## src/rtl/rx_phase_meter_pkg.sv

```systemverilog
package rx_phase_meter_pkg;

  // Kind of boundary crossing between two successive readings
  typedef enum logic [1:0] {
    WRAP_NONE = 2'd0,
    WRAP_FWD  = 2'd1,
    WRAP_BACK = 2'd2
  } wrap_e;

  // Field width for a count of n values, never below one bit
  function automatic int field_w(input int n);
    return (n > 1) ? $clog2(n) : 1;
  endfunction

endpackage

```

## src/rtl/rx_edge_sync.sv

```systemverilog
module rx_edge_sync #(
  parameter int STAGES = 2
) (
  input  logic clk,
  input  logic rst,
  input  logic async_i,
  output logic rise_o
);

  logic [STAGES-1:0] chain;
  logic              held;

  // Stages reset high so a receive clock already high at reset is not an edge
  generate
    if (STAGES == 1) begin : g_single
      always_ff @(posedge clk) begin
        if (rst) chain <= 1'b1;
        else     chain <= async_i;
      end
    end else begin : g_multi
      always_ff @(posedge clk) begin
        if (rst) chain <= '1;
        else     chain <= {chain[STAGES-2:0], async_i};
      end
    end
  endgenerate

  always_ff @(posedge clk) begin
    if (rst) held <= 1'b1;
    else     held <= chain[STAGES-1];
  end

  assign rise_o = chain[STAGES-1] & ~held;

endmodule

```

## src/rtl/frame_position_counter.sv

```systemverilog
module frame_position_counter
  import rx_phase_meter_pkg::*;
#(
  parameter  int SLOTS  = 32,
  parameter  int BITS   = 8,
  localparam int SLOT_W = field_w(SLOTS),
  localparam int BIT_W  = field_w(BITS)
) (
  input  logic              clk,
  input  logic              rst,
  input  logic              restart_i,
  output logic [SLOT_W-1:0] slot_o,
  output logic [BIT_W-1:0]  bit_o
);

  localparam logic [SLOT_W-1:0] SLOT_LAST = SLOT_W'(SLOTS - 1);
  localparam logic [BIT_W-1:0]  BIT_LAST  = BIT_W'(BITS - 1);

  always_ff @(posedge clk) begin
    if (rst || restart_i) begin
      slot_o <= '0;
      bit_o  <= '0;
    end else if (bit_o == BIT_LAST) begin
      bit_o  <= '0;
      slot_o <= (slot_o == SLOT_LAST) ? '0 : slot_o + 1'b1;
    end else begin
      bit_o  <= bit_o + 1'b1;
    end
  end

endmodule

```

## src/rtl/phase_wrap_tracker.sv

```systemverilog
module phase_wrap_tracker
  import rx_phase_meter_pkg::*;
#(
  parameter  int SLOTS  = 32,
  parameter  int BITS   = 8,
  localparam int SLOT_W = field_w(SLOTS),
  localparam int BIT_W  = field_w(BITS)
) (
  input  logic              clk,
  input  logic              rst,
  input  logic              capture_i,
  input  logic [SLOT_W-1:0] slot_i,
  input  logic [BIT_W-1:0]  bit_i,
  output logic [SLOT_W-1:0] slot_q,
  output logic [BIT_W-1:0]  bit_q,
  output logic              frame_q,
  output logic              tick_q
);

  localparam int FRAME_LEN = SLOTS * BITS;
  localparam int LIN_W     = field_w(FRAME_LEN);
  localparam logic signed [LIN_W:0] HALF_S = (LIN_W+1)'(FRAME_LEN / 2);

  logic [LIN_W-1:0]        cur_lin;
  logic [LIN_W-1:0]        prev_lin;
  logic signed [LIN_W:0]   step;
  logic                    have_prev;
  wrap_e                   wrap;

  assign cur_lin = LIN_W'(slot_i) * LIN_W'(BITS) + LIN_W'(bit_i);
  assign step    = $signed({1'b0, cur_lin}) - $signed({1'b0, prev_lin});

  // Large positive jump: reading slid back below the start of the frame.
  // Large negative jump: reading moved forward past the end of the frame.
  always_comb begin
    wrap = WRAP_NONE;
    if (have_prev) begin
      if (step > HALF_S)       wrap = WRAP_BACK;
      else if (step < -HALF_S) wrap = WRAP_FWD;
    end
  end

  always_ff @(posedge clk) begin
    if (rst) begin
      slot_q    <= '0;
      bit_q     <= '0;
      prev_lin  <= '0;
      frame_q   <= 1'b0;
      have_prev <= 1'b0;
      tick_q    <= 1'b0;
    end else begin
      tick_q <= capture_i;
      if (capture_i) begin
        slot_q    <= slot_i;
        bit_q     <= bit_i;
        prev_lin  <= cur_lin;
        have_prev <= 1'b1;
        if (wrap != WRAP_NONE) frame_q <= ~frame_q;
      end
    end
  end

endmodule

```

## src/rtl/rx_phase_meter.sv

```systemverilog
module rx_phase_meter
  import rx_phase_meter_pkg::*;
#(
  parameter  int SLOTS       = 32,
  parameter  int BITS        = 8,
  parameter  int SYNC_STAGES = 2,
  localparam int SLOT_W      = field_w(SLOTS),
  localparam int BIT_W       = field_w(BITS)
) (
  input  logic              clk,
  input  logic              rst,
  input  logic              frame_pulse,
  input  logic              rx_clk8k,
  output logic [SLOT_W-1:0] phase_slot,
  output logic [BIT_W-1:0]  phase_bit,
  output logic              frame_bit,
  output logic              phase_tick
);

  logic              rx_rise;
  logic [SLOT_W-1:0] pos_slot;
  logic [BIT_W-1:0]  pos_bit;

  rx_edge_sync #(.STAGES(SYNC_STAGES)) u_sync (
    .clk     (clk),
    .rst     (rst),
    .async_i (rx_clk8k),
    .rise_o  (rx_rise)
  );

  frame_position_counter #(.SLOTS(SLOTS), .BITS(BITS)) u_pos (
    .clk       (clk),
    .rst       (rst),
    .restart_i (frame_pulse),
    .slot_o    (pos_slot),
    .bit_o     (pos_bit)
  );

  phase_wrap_tracker #(.SLOTS(SLOTS), .BITS(BITS)) u_track (
    .clk       (clk),
    .rst       (rst),
    .capture_i (rx_rise),
    .slot_i    (pos_slot),
    .bit_i     (pos_bit),
    .slot_q    (phase_slot),
    .bit_q     (phase_bit),
    .frame_q   (frame_bit),
    .tick_q    (phase_tick)
  );

endmodule

```

## config.mk

```make
export PLATFORM = sky130hd
export DESIGN_NAME = rx_phase_meter
export DESIGN_NICKNAME = d
export VERILOG_FILES = /design/src/rtl/rx_phase_meter_pkg.sv /design/src/rtl/rx_edge_sync.sv /design/src/rtl/frame_position_counter.sv /design/src/rtl/phase_wrap_tracker.sv /design/src/rtl/rx_phase_meter.sv
export SDC_FILE = /design/constraint.sdc
export NUM_CORES = 1
export LEC_CHECK = 0
export BUFFER_PORTS_ARGS = -buffer_cell sky130_fd_sc_hd__buf_2
export CORE_UTILIZATION = 45
export CTS_BUF_LIST = sky130_fd_sc_hd__clkbuf_16
export CTS_CLUSTER_SIZE = 40
export DETAILED_ROUTE_END_ITERATION = 12
export MAX_ROUTING_LAYER = met4
export PLACE_DENSITY = 0.61
export SLEW_MARGIN = 40
export SYNTH_ARGS = -nofsm -noshare
export SYNTH_HDL_FRONTEND = slang
export SYNTH_SLANG_ARGS = --single-unit
```

## constraint.sdc

```tcl
create_clock -name clk -period 4.7 [get_ports clk]
set_input_delay 0.705 -clock clk [delete_from_list [all_inputs] [get_ports clk]]
set_output_delay 0.705 -clock clk [all_outputs]
set_load 0.005 [all_outputs]
```

==> results.cfg <==
[outcome]
status = finished clean

[layout]
finalNetCount = 173
syn_to_final_growth_pct = 13.4
fillers = 243
layout-drive-gt1-share_pct = 16.1
n_antenna_cell = 0

[logic_synthesis]
synth_flop_cell = dfxtp_1
synth.area.top_cells = dfxtp_1 36%, ha_1 12%, nand2_1 5.9%
ys_warn_count = 0
synth.most_common_cell = dfxtp_1
synth.net_count = 160
syn-cell-area_um2 = 1220
synth_edf_count = 0
yosysTopAreaCell = dfxtp_1
synth_common_cells = 22 x dfxtp_1, 19 x nand2_1, 12 x a21oi_1, 12 x ha_1, 12 x nor2_1
syn_area_per_cell_um2 = 8.50
synth_cell_types = 35
synth_top_area_share_pct = 36.2
synthArstFlopShare_pct = 0
seq_area_frac_synth_pct = 36.2
netlist_instances = 143
ys_seq_elements = 22

[floorplanning]
ioPinCount = 14
dieWidth_um = 54.0
start_util_pct = 48.2
coreArea_um2 = 2520
die_h_um = 54.0
std_cell_rows = 18
fp.dieArea_um2 = 2910

[setup_path]
path_max_fanout = 4
cp.required_ps = 4840
worstSetupPathType = reg2reg
cp-startpoint = u_pos.bit_o[0]
cp.arrival_ps = 2600
end_kind = register
endpoint = u_track.frame_q
reg2reg_slack_ps = 2230
r2r_start = u_pos.bit_o[0]
cp-start-kind = register
r2r-end = u_track.frame_q
reg2regPathDepth = 10

[routing]
vias_per_cell = 5.24
drtIter0Drc = 16
ant_nets = 0
drc = 0
wl_per_cell_um = 12.0
dr.pass1.iters = 4
wirelength_mm = 2.22
num_vias = 969

[worst_hold_path]
worstHoldPathType = reg2reg

[sta]
final.setup.worst_slack_ps = 2230
clock_skew_ps = 1.00
setup_viol = 0
hold_viol = 0
worst_pin_slew_ps = 695
slew_violations = 0
setup_tns_ps = 0
relSlewSlack_pct = 53.6
max_freq_mhz = 406
finalCritPeriodShare_pct = 52.5
min_period_ps = 2470
rsz0062_at_grt = no

[clock_tree]
clkLatencyLatePin_ps = 250
hold_buffers = 0
clk_pin_slew_ps = 60
clk_path_buf_depth = 2
cts_tree = yes
clock_sinks = 22
post_cts_buffers = 0
htreeDepth = 1
root_buffer = clkbuf_16
cts_resized = 0
numCtsBuffers = 3

[global_routing]
grt_pass1_wl_mm = 3.54
globalRouteOverflowTotal = 0
track_usage_pct = 17.7
grt_pass1_vias = 818
antenna_found_initial = 0
grt_start_max_net_pins = 17

[placement]
dp.final_hpwl_mm = 1.76
numPortBuffers = 13
place_congestion = 0.755
dpl_worst_slack_ps = 2230

[power]
p_per_area_nw_per_um2 = 282
power_leakage_nw = 0.562
finalPower_mw = 0.389
ir_worst_vdd_mv = 0.235

[job]
cap_violations = 0
cell type report:
class / instances / area, um2 / area share [%]
clock inverter: 1 / 3.75 / 0.272
inverter: 9 / 33.8 / 2.45
multi-input combinational: 107 / 723 / 52.5
sequential: 22 / 440 / 31.9
clock buffer: 3 / 75.1 / 5.44
timing repair buffer: 13 / 65.1 / 4.72
tap: 30 / 37.5 / 2.72
worst max-delay path, cell delays in order (launching register included):
cell and delay (ps):
dfxtp_1 370, inv_1 60, ha_1 200, fa_1 380
nor2b_1 200, o211a_1 180, o31ai_1 70, a21oi_1 230
mux2_2 360, a22o_1 170, o21bai_1 140
metrics by stage:
step	hold WS (ps)	cells	area [um2]	utilization, %
final	413	185	1380	54.7
after global placement	394	181	1300	51.5
after detailed placement	399	181	1300	51.5
after global routing	430	185	1380	54.7
after floorplan	389	143	1220	-
after CTS	415	185	1380	54.7
registers in the layout, summed over array words and instances (netlist names):
name / flops
u_pos.bit_o: 3
u_pos.slot_o: 5
u_sync.chain: 2
u_sync.held: 1
u_track.frame_q: 1
u_track.have_prev: 1
u_track.prev_lin: 8
u_track.tick_q: 1
power by group:
part / total (mW) / switching [mW] / internal, mW
logic: 0.0207 / 0.0109 / 0.00979
registers: 0.192 / 0.00193 / 0.190
clock network: 0.177 / 0.0636 / 0.113
cell usage in the layout, fill, tap and decap left out, drive strengths merged, types with 2 or more instances in the layout:
| cell type | Yosys | final |
|---|---|---|
| a21oi | 12 | 12 |
| a22o | 2 | 2 |
| and3 | 2 | 2 |
| buf | 0 | 13 |
| clkbuf | 5 | 3 |
| dfxtp | 22 | 22 |
| ha | 12 | 12 |
| inv | 9 | 9 |
| mux2 | 2 | 2 |
| nand2 | 19 | 19 |
| nand2b | 3 | 3 |
| nor2 | 12 | 12 |
| nor2b | 5 | 5 |
| nor3 | 3 | 3 |
| nor3b | 3 | 3 |
| o211a | 2 | 2 |
| o21a | 2 | 2 |
| o21ai | 5 | 5 |
| or2 | 4 | 4 |
| or3 | 2 | 2 |
| xor2 | 2 | 2 |
metal layers:
metal / routed length, um / share of wire [%] / vias to the layer above / GRT usage (%)
met5: 0 / 0 / - / -
met4: 28 / 1.3 / 0 / 7.69
met2: 996 / 45 / 8 / 25.7
li1: - / - / 519 / -
met3: 42 / 1.9 / 4 / 2.54
met1: 1160 / 52 / 438 / 24.3
how the worst min path moves through the flow:
stage / start / endpoint / slack (ps) / cells after the start
2_1_floorplan: u_sync.chain[0] / u_sync.chain[1] / 390 / 1
3_3_place_gp: u_sync.chain[0] / u_sync.chain[1] / 390 / 1
5_1_grt: u_sync.chain[0] / u_sync.chain[1] / 430 / 1
4_1_cts: u_sync.chain[0] / u_sync.chain[1] / 420 / 1
3_5_place_dp: u_sync.chain[0] / u_sync.chain[1] / 400 / 1
6_report: u_sync.chain[0] / u_sync.chain[1] / 410 / 1
logic make-up (layout without fill, tap and decap cells):
group / after synthesis / count (layout) / share of synthesized area (%)
simple gates: 56 / 56 / 22.7
compound gates: 32 / 32 / 17.9
flops: 22 / 22 / 36.2
buf+inv: 14 / 26 / 4.32
fa+ha+maj: 13 / 13 / 14.0
xor+xnor: 3 / 3 / 2.16
mux: 3 / 3 / 2.67
Power figures use the tool's default switching activity.
